## src/rtl/sb_pkg.sv

```systemverilog
package sb_pkg;
    parameter int NUM_FU  = 5;
    parameter int NUM_REG = 32;
    localparam int REG_W  = $clog2(NUM_REG);
    localparam int CODE_W = $clog2(NUM_FU + 1);
    localparam int OP_W   = 3;

    localparam int FU_INT  = 0;
    localparam int FU_MUL0 = 1;
    localparam int FU_MUL1 = 2;
    localparam int FU_ADD  = 3;
    localparam int FU_DIV  = 4;

    typedef enum logic [OP_W-1:0] {
        OP_LOAD = 3'd0,
        OP_MUL  = 3'd1,
        OP_ADD  = 3'd2,
        OP_SUB  = 3'd3,
        OP_DIV  = 3'd4
    } op_e;

    typedef enum logic [1:0] {
        ST_IDLE,
        ST_WAIT_OPS,
        ST_EXEC,
        ST_DONE
    } step_e;

    typedef logic [REG_W-1:0]  reg_t;
    typedef logic [CODE_W-1:0] code_t;

    typedef struct packed {
        logic            busy;
        step_e           step;
        logic [OP_W-1:0] op;
        reg_t            fi;
        reg_t            fj;
        reg_t            fk;
        code_t           qj;
        code_t           qk;
        logic            rj;
        logic            rk;
    } fu_t;

    function automatic logic [NUM_FU-1:0] unit_class(input logic [OP_W-1:0] op);
        logic [NUM_FU-1:0] m;
        m = '0;
        case (op)
            OP_LOAD:        m[FU_INT] = 1'b1;
            OP_MUL:         begin m[FU_MUL0] = 1'b1; m[FU_MUL1] = 1'b1; end
            OP_ADD, OP_SUB: m[FU_ADD] = 1'b1;
            OP_DIV:         m[FU_DIV] = 1'b1;
            default:        m = '0;
        endcase
        return m;
    endfunction
endpackage

```

## src/rtl/sb_issue_ctl.sv

```systemverilog
module sb_issue_ctl
    import sb_pkg::*;
(
    input  logic                    in_valid,
    input  logic [OP_W-1:0]         in_op,
    input  reg_t                    in_dst,
    input  reg_t                    in_src1,
    input  reg_t                    in_src2,
    input  logic [NUM_FU-1:0]       busy_vec,
    input  code_t [NUM_REG-1:0]     owner,
    input  logic                    wr_fire,
    input  code_t                   wr_code,
    output logic                    accept,
    output logic [NUM_FU-1:0]       sel,
    output code_t                   qj,
    output code_t                   qk
);
    logic [NUM_FU-1:0] free_cand;

    always_comb begin
        free_cand = unit_class(in_op) & ~busy_vec;
        sel = '0;
        for (int u = NUM_FU - 1; u >= 0; u--) begin
            if (free_cand[u]) begin
                sel    = '0;
                sel[u] = 1'b1;
            end
        end
        accept = in_valid && (|free_cand) && (owner[in_dst] == '0);
        qj = owner[in_src1];
        if (wr_fire && qj == wr_code) qj = '0;
        qk = owner[in_src2];
        if (wr_fire && qk == wr_code) qk = '0;
    end
endmodule

```

## src/rtl/sb_unit_slot.sv

```systemverilog
module sb_unit_slot
    import sb_pkg::*;
(
    input  logic            clk,
    input  logic            rst,
    input  logic            issue_en,
    input  logic [OP_W-1:0] in_op,
    input  reg_t            in_dst,
    input  reg_t            in_src1,
    input  reg_t            in_src2,
    input  code_t           qj_in,
    input  code_t           qk_in,
    input  logic            rd_go,
    input  logic            done_in,
    input  logic            wr_go,
    input  logic            wr_fire,
    input  code_t           wr_code,
    output fu_t             state
);
    always_ff @(posedge clk) begin
        if (rst) begin
            state <= '0;
        end else if (issue_en) begin
            state.busy <= 1'b1;
            state.step <= ST_WAIT_OPS;
            state.op   <= in_op;
            state.fi   <= in_dst;
            state.fj   <= in_src1;
            state.fk   <= in_src2;
            state.qj   <= qj_in;
            state.qk   <= qk_in;
            state.rj   <= (qj_in == '0);
            state.rk   <= (qk_in == '0);
        end else begin
            if (rd_go) begin
                state.step <= ST_EXEC;
                state.rj   <= 1'b0;
                state.rk   <= 1'b0;
            end
            if (state.step == ST_EXEC && done_in) begin
                state.step <= ST_DONE;
            end
            if (wr_go) begin
                state.busy <= 1'b0;
                state.step <= ST_IDLE;
            end
            if (wr_fire && state.step == ST_WAIT_OPS) begin
                if (state.qj == wr_code) begin
                    state.rj <= 1'b1;
                    state.qj <= '0;
                end
                if (state.qk == wr_code) begin
                    state.rk <= 1'b1;
                    state.qk <= '0;
                end
            end
        end
    end
endmodule

```

## src/rtl/sb_wb_pick.sv

```systemverilog
module sb_wb_pick
    import sb_pkg::*;
(
    input  fu_t [NUM_FU-1:0]  fu_vec,
    output logic [NUM_FU-1:0] grant,
    output logic              fire,
    output code_t             code,
    output reg_t              dst
);
    logic [NUM_FU-1:0] clash;
    logic [NUM_FU-1:0] elig;

    always_comb begin
        for (int u = 0; u < NUM_FU; u++) begin
            clash[u] = 1'b0;
            for (int f = 0; f < NUM_FU; f++) begin
                if (f != u && fu_vec[f].busy &&
                    ((fu_vec[f].fj == fu_vec[u].fi && fu_vec[f].rj) ||
                     (fu_vec[f].fk == fu_vec[u].fi && fu_vec[f].rk)))
                    clash[u] = 1'b1;
            end
            elig[u] = fu_vec[u].busy && fu_vec[u].step == ST_DONE && !clash[u];
        end
        grant = '0;
        code  = '0;
        dst   = '0;
        for (int u = 0; u < NUM_FU; u++) begin
            if (elig[u]) begin
                grant    = '0;
                grant[u] = 1'b1;
                code     = code_t'(u + 1);
                dst      = fu_vec[u].fi;
            end
        end
        fire = |elig;
    end
endmodule

```

## src/rtl/sb_result_tbl.sv

```systemverilog
module sb_result_tbl
    import sb_pkg::*;
(
    input  logic                clk,
    input  logic                rst,
    input  logic                set_en,
    input  reg_t                set_reg,
    input  code_t               set_code,
    input  logic                clr_en,
    input  reg_t                clr_reg,
    output code_t [NUM_REG-1:0] owner
);
    always_ff @(posedge clk) begin
        if (rst) begin
            owner <= '0;
        end else begin
            if (clr_en) owner[clr_reg] <= '0;
            if (set_en) owner[set_reg] <= set_code;
        end
    end
endmodule

```

## src/rtl/scoreboard_ctrl.sv

```systemverilog
module scoreboard_ctrl
    import sb_pkg::*;
(
    input  logic              clk,
    input  logic              rst,
    input  logic              in_valid,
    input  logic [OP_W-1:0]   in_op,
    input  logic [REG_W-1:0]  in_dst,
    input  logic [REG_W-1:0]  in_src1,
    input  logic [REG_W-1:0]  in_src2,
    output logic              issue_ok,
    input  logic [NUM_FU-1:0] ex_done,
    output logic [NUM_FU-1:0] rd_grant,
    output logic [NUM_FU-1:0] wr_grant,
    output logic [REG_W-1:0]  wr_reg
);
    fu_t   [NUM_FU-1:0]  fu_vec;
    code_t [NUM_REG-1:0] owner;
    logic  [NUM_FU-1:0]  busy_vec;
    logic  [NUM_FU-1:0]  sel;
    logic                accept;
    code_t               qj_new;
    code_t               qk_new;
    code_t               sel_code;
    code_t               wr_code;
    logic                wr_fire;
    reg_t                wr_dst;

    sb_issue_ctl u_issue (
        .in_valid (in_valid),
        .in_op    (in_op),
        .in_dst   (in_dst),
        .in_src1  (in_src1),
        .in_src2  (in_src2),
        .busy_vec (busy_vec),
        .owner    (owner),
        .wr_fire  (wr_fire),
        .wr_code  (wr_code),
        .accept   (accept),
        .sel      (sel),
        .qj       (qj_new),
        .qk       (qk_new)
    );

    assign issue_ok = accept & ~rst;

    always_comb begin
        sel_code = '0;
        for (int u = 0; u < NUM_FU; u++) begin
            if (sel[u]) sel_code = code_t'(u + 1);
        end
    end

    for (genvar u = 0; u < NUM_FU; u++) begin : g_slot
        assign busy_vec[u] = fu_vec[u].busy;
        assign rd_grant[u] = fu_vec[u].busy && fu_vec[u].step == ST_WAIT_OPS &&
                             fu_vec[u].rj && fu_vec[u].rk;
        sb_unit_slot u_slot (
            .clk      (clk),
            .rst      (rst),
            .issue_en (issue_ok & sel[u]),
            .in_op    (in_op),
            .in_dst   (in_dst),
            .in_src1  (in_src1),
            .in_src2  (in_src2),
            .qj_in    (qj_new),
            .qk_in    (qk_new),
            .rd_go    (rd_grant[u]),
            .done_in  (ex_done[u]),
            .wr_go    (wr_grant[u]),
            .wr_fire  (wr_fire),
            .wr_code  (wr_code),
            .state    (fu_vec[u])
        );
    end

    sb_wb_pick u_wb (
        .fu_vec (fu_vec),
        .grant  (wr_grant),
        .fire   (wr_fire),
        .code   (wr_code),
        .dst    (wr_dst)
    );

    assign wr_reg = wr_dst;

    sb_result_tbl u_tbl (
        .clk      (clk),
        .rst      (rst),
        .set_en   (issue_ok),
        .set_reg  (in_dst),
        .set_code (sel_code),
        .clr_en   (wr_fire),
        .clr_reg  (wr_dst),
        .owner    (owner)
    );
endmodule

```

## config.mk

```make
export PLATFORM = sky130hd
export DESIGN_NAME = scoreboard_ctrl
export DESIGN_NICKNAME = d
export VERILOG_FILES = /design/src/rtl/sb_pkg.sv /design/src/rtl/sb_issue_ctl.sv /design/src/rtl/sb_unit_slot.sv /design/src/rtl/sb_wb_pick.sv /design/src/rtl/sb_result_tbl.sv /design/src/rtl/scoreboard_ctrl.sv
export SDC_FILE = /design/constraint.sdc
export NUM_CORES = 1
export LEC_CHECK = 0
export BUFFER_PORTS_ARGS = -buffer_cell sky130_fd_sc_hd__buf_4
export CAP_MARGIN = 20
export CORE_MARGIN = 5
export CORE_UTILIZATION = 50
export CTS_CLUSTER_DIAMETER = 60
export DETAILED_ROUTE_END_ITERATION = 16
export MAX_ROUTING_LAYER = met4
export PLACE_DENSITY_LB_ADDON = 0.12
export SETUP_SLACK_MARGIN = 0.02
export SLEW_MARGIN = 5
export SYNTH_ARGS = -nofsm -noshare
export SYNTH_HDL_FRONTEND = slang
export SYNTH_HIERARCHICAL = 1
export SYNTH_SLANG_ARGS = --single-unit
```

## constraint.sdc

```tcl
create_clock -name clk -period 5.1 [get_ports clk]
set_clock_uncertainty 0.15 [all_clocks]
set_input_delay 0.51 -clock clk [delete_from_list [all_inputs] [get_ports clk]]
set_output_delay 0.51 -clock clk [all_outputs]
set_load 0.01 [all_outputs]
```

### After elaboration in Yosys (flattened, before gate mapping)

Cells that the tools add are included.

| operators by class | value |
|---|---|
| shift operators | 0 |
| reduce and logical (&&, ||, !) cells | 178 |
| divide/modulo/power cells | 0 |
| mux-type cells | 120 |
| multipliers | 0 |
| equality and inequality tests | 71 |
| bitwise gates (word level) | 11 |
| order comparisons | 6 |
| $add $sub $neg | 0 |

Operators with widths:

| cell | count |
|---|---|
| two-way mux 96 bit | 3 |
| == test 5 bit | 40 |
| two-way mux 3 bit | 34 |
| logical AND 1 bit | 101 |
| AND 96 bit | 1 |
| bitwise mux 96 bit | 1 |
| NOT 96 bit | 1 |
| two-way mux 8 bit | 10 |
| two-way mux 5 bit | 11 |
| nonzero test 2 bit | 25 |
| binary-select mux 3 bit (select 5 bit) | 3 |
| two-way mux 2 bit | 19 |
| == test 3 bit | 12 |
| two-way mux 1 bit | 36 |
| demux 3 bit (select 5 bit) | 2 |
| < comparator 5 x 6 -> 1 bit (second input constant) | 4 |
| == test 2 bit (second input constant) | 10 |
| logical OR 1 bit | 20 |
| AND reduction 2 bit | 10 |
| nonzero test 4 bit | 5 |
| OR reduction 3 bit | 5 |
| zero test 3 bit | 4 |
| == test 2 x 1 -> 1 bit (second input constant) | 5 |
| greater-or-equal comparator 5 x 1 -> 1 bit (second input constant) | 2 |
| other kinds (11) | 22 |

| storage, ports and cells | value |
|---|---|
| ROM bits | 0 |
| memory bits (writable) | 0 |
| logic and storage cells | 468 |
| input port bits | 26 |
| memories | 0 |
| output and inout port bits | 16 |
| register bits after elaboration | 226 |
| bits in latches | 0 |

### Depth between registers and ports, before layout

| depth | value |
|---|---|
| depth in word-level cells | 25 |
| gate-level depth with buffers | 14 |
| gate-level depth less buffers | 13 |

### Cells and area by module

Netlist, hierarchy kept.

By module, submodules not included:

| module | area an instance (µm²) | cells an instance | seq. area each (µm²) | instances |
|---|---|---|---|---|
| sb_unit_slot | 1163.6 | 114 | 580.6 | 5 |
| sb_result_tbl | 3967.6 | 424 | 1921.8 | 1 |
| sb_wb_pick | 2851.5 | 376 | 0.0 | 1 |
| sb_issue_ctl | 2199.6 | 220 | 0.0 | 1 |
| scoreboard_ctrl | 145.1 | 27 | 0.0 | 1 |

### Worst setup path before layout

Ideal clock, no wire load.

| timing path | value |
|---|---|
| path kind | reg-to-reg |
| start point | register g_slot[4].u_slot/state[18] (netlist name) |
| end point | register g_slot[0].u_slot/state[0] (netlist name) |
| stages on the path, launching flop included | 14 |
| clock period less this slack | 4.223 ns |
| library setup time | 0.122 ns |
| buffers on the path | 1 |
| slack | 0.877 ns |
| data arrival time | 3.951 ns |
| data required time | 4.828 ns |
| cells stage by stage | dfxtp_1 -> buf_4 -> xnor2_1 -> nand4_1 -> or3_1 -> o311ai_1 -> a2111oi_4 -> inv_1 -> nand2_1 -> a21oi_1 -> xor2_1 -> a41oi_1 -> o31ai_1 -> o311a_1 |

| between the ends | value |
|---|---|
| cells in the longest elaborated chain, start to end | 16 |
| elaborated cells between the ends (all ways) | 41 |
| classes of those cells | eq/ne: 10; mux: 9; reduce/logical: 22 |

RTL lines:

| what | line | text |
|---|---|---|
| from (decl) | sb_unit_slot.sv:18 | `output fu_t state` |
| == test 5 bit (on tied branches) | sb_wb_pick.sv:18, sb_wb_pick.sv:19 |  |
| logical AND 1 bit (on tied branches) | sb_wb_pick.sv:18, sb_wb_pick.sv:19 |  |
| logical OR 1 bit | sb_wb_pick.sv:18 | `((fu_vec[f].fj == fu_vec[u].fi && fu_vec[f].rj) \|\|` |
| logical AND 1 bit | sb_wb_pick.sv:17 | `if (f != u && fu_vec[f].busy &&` |
| two-way mux 1 bit (3 in a row) | sb_wb_pick.sv:17 |  |
| two-way mux 1 bit (*) | sb_wb_pick.sv:17 |  |
| zero test 1 bit (*) | sb_wb_pick.sv:22 | `elig[u] = fu_vec[u].busy && fu_vec[u].step == ST_DONE && !clash[u];` |
| logical AND 1 bit (*) | sb_wb_pick.sv:22 |  |
| two-way mux 3 bit (*) | sb_wb_pick.sv:28 | `if (elig[u]) begin` |
| net wr_code[2] | scoreboard_ctrl.sv:25 | `code_t wr_code;` |
| == test 3 bit (*) | sb_issue_ctl.sv:33 | `if (wr_fire && qk == wr_code) qk = '0;` |
| logical AND 1 bit (*) | sb_issue_ctl.sv:33 |  |
| two-way mux 3 bit (*) | sb_issue_ctl.sv:33 |  |
| net qk_new[0] | scoreboard_ctrl.sv:23 | `code_t qk_new;` |
| zero test 3 bit (*) | sb_unit_slot.sv:33 | `state.rk <= (qk_in == '0);` |
| two-way mux 8 bit (*) | sb_unit_slot.sv:23 | `end else if (issue_en) begin` |
| to (decl) | sb_unit_slot.sv:18 |  |

The timed path passes the listed nets; every way through them passes the cells marked *. The select of a mux whose other input is x is not followed.
A chain may end at the register's enable or synchronous reset.

### Final worst setup path

| timing path | value |
|---|---|
| start point | register g_slot[4].u_slot/state[22] (netlist name) |
| end point | output wr_reg[2] |

| between the ends | value |
|---|---|
| cells in the longest elaborated chain, start to end | 11 |
| elaborated cells between the ends (all ways) | 31 |
| classes of those cells | eq/ne: 8; mux: 5; reduce/logical: 18 |

RTL lines:

| what | line | text |
|---|---|---|
| == test 5 bit (on tied branches) | sb_wb_pick.sv:18, sb_wb_pick.sv:19 |  |
| logical AND 1 bit (on tied branches) | sb_wb_pick.sv:18, sb_wb_pick.sv:19 |  |
| logical OR 1 bit | sb_wb_pick.sv:18 |  |
| logical AND 1 bit | sb_wb_pick.sv:17 |  |
| two-way mux 1 bit (3 in a row) | sb_wb_pick.sv:17 |  |
| two-way mux 1 bit (*) | sb_wb_pick.sv:17 |  |
| zero test 1 bit (*) | sb_wb_pick.sv:22 |  |
| logical AND 1 bit (*) | sb_wb_pick.sv:22 |  |
| two-way mux 5 bit (*) | sb_wb_pick.sv:28 |  |
| to (decl) | scoreboard_ctrl.sv:15 | `output logic [REG_W-1:0] wr_reg` |

Mark *: on every way between the ends. The rest lies on a longest branch, timed or not.

==> results.json <==
{
  "status": "completed",
  "clkLatencyLatePin_ps": 550,
  "required_ps": 4440,
  "io_pins": 42,
  "wirelength_um": 50500,
  "grt_overflow": 0,
  "start_util_pct": 50.6,
  "synthCells": 1572,
  "hold_viol": 0,
  "gp_congestion": 0.992,
  "final_cell_mix": "dfxtp_1, xor2_1, inv_1, mux2i_1, nor2_1",
  "rows": 62,
  "cts_made_buffers": 28,
  "final_area_um2": 15900,
  "drc": 0,
  "drive_above_1_share_pct": 12.5,
  "critPathMaxFanout": 11,
  "dr.pass1.iters": 5,
  "htree_levels": 1,
  "finalCoreUtilization_pct": 55.7,
  "min_from": "ex_done[0]",
  "power.density_nw_per_um2": 267,
  "synthToLayoutAreaGrowth_pct": 10.1,
  "wl_per_cell_um": 25.8,
  "syn_avg_cell_area_um2": 9.21,
  "slowest_delay_ps": 860,
  "die_x_um": 180,
  "rsz0062_at_grt": "false",
  "power.ir.vdd_worst_uv": 235,
  "final_common_cell": "dfxtp_1",
  "worst-setup-path-type": "flip-flop to primary output",
  "dp_hpwl_um": 33200,
  "dpl-instance-area_um2": 14900,
  "core-area_um2": 28600,
  "cap_violations": 0,
  "path_cells": "xor2_1, nor4_1, nand4_1, o311ai_1, a2111oi_4, inv_1, nand2_1, o31ai_1, buf_2, buf_4",
  "cts.sinks": 226,
  "critPathLaunch": "g_slot[4].u_slot/state[22]",
  "crit_path_end_kind": "primary output",
  "antenna_left": 0,
  "io_buffer_count": 41,
  "clk_path_buf_depth": 3,
  "tritoncts": "yes",
  "fin_nets": 1577,
  "drv_slew": 0,
  "drt-initial-drc-count": 1492,
  "fin_crit_ps": 4990,
  "dieHeight_um": 180,
  "synth_fp_nets": 1598,
  "grt_usage_pct": 30.6,
  "min_period_over_period_pct": 97.9,
  "p_leak_nw": 6.13,
  "worstMarginPinSlew_ps": 1200,
  "antenna_found_initial": 0,
  "vias": 12800,
  "timing.rr.start": "g_slot[4].u_slot/state[22]",
  "clk_pin_slew_worst_paths_ps": 60,
  "post_cts_buffers": 0,
  "synth_warnings": 6,
  "grt_pass1_vias": 12200,
  "root_buffer": "clkbuf_16",
  "arrival_ps": 4330,
  "setup-tns-final_ps": 0,
  "min_path_type": "primary input to flip-flop",
  "setup_violations": 0,
  "fmax_ghz": 0.200,
  "grt_pass1_wl_um": 76300,
  "syn-cell-area_um2": 14500,
  "cp_slowest_cell": "o31ai_1",
  "grt_max_degree": 169,
  "routed_via_density": 6.56,
  "slew_headroom_pct": 20.1,
  "dieArea_um2": 32500,
  "startpoint_type": "flip-flop"
}
-- path summary, 6_finish.rpt --
| path | endpoint | slack (ps) | depth (start not counted) |
|---|---|---|---|
| worst max-delay path | wr_reg[2] | 110 | 10 |
| worst min-delay path | g_slot[0].u_slot/state[26] | 190 | 4 |
| worst max register to register | u_tbl/owner[5] | 280 | 11 |
| worst min register to register | g_slot[1].u_slot/state[7] | 350 | 2 |
-- per-stage QoR --
stage / worst slack, ps / cells / total power, W / hold WS, ps
after CTS: 233 / 1956 / 0.00428 / 179
after floorplan: 877 / 1572 / 0.00199 / 305
after global routing: 98.6 / 1956 / 0.00438 / 209
final: 107 / 1957 / 0.00425 / 192
after global placement: 386 / 1903 / 0.00210 / 335
after detailed placement: 391 / 1905 / 0.00210 / 342
-- repair_timing --
action,4_1_cts,5_1_grt
hold buffers,0,0
endpoints found under the setup margin,0,1
gates resized for setup,0,1
hold endpoints to repair,0,0
-- cell type report --
class / count / area, um2
multi-input combinational: 1117 / 8970
fill: 2569 / 12700
tap: 384 / 480
inverter: 110 / 413
timing repair buffer: 68 / 522
clock inverter: 13 / 208
sequential: 226 / 4520
clock buffer: 38 / 820
antenna: 1 / 2.50
-- layer usage --
layer	vias to the layer above	track usage (%)	share of wire (%)
li1	5740	-	-
met1	6311	38.3	41
met2	609	48.9	47
met3	173	4.22	6.8
met4	0	15.4	5.8
met5	-	-	0
-- registers in the layout, indices dropped and copies added (netlist names) --
signal / flops
u_tbl/owner: 96
g_slot.u_slot/state: 130
-- where the power goes --
group	switching, W	leakage [nW]	internal [W]
registers	0.0000147	1.82	0.00177
logic	0.000194	3.80	0.0000838
clock network	0.000814	0.503	0.00138
-- critical path, delay by kind of cell, from the launching register on --
kind	cells	cell delay, ps
buffers and inverters	3	650
DFF	1	840
AOI/OAI and AO/OA	3	1380
xor gates and xnor gates	1	150
and+or+nand+nor	3	740
Note: power is estimated with default switching activity, not from simulation.
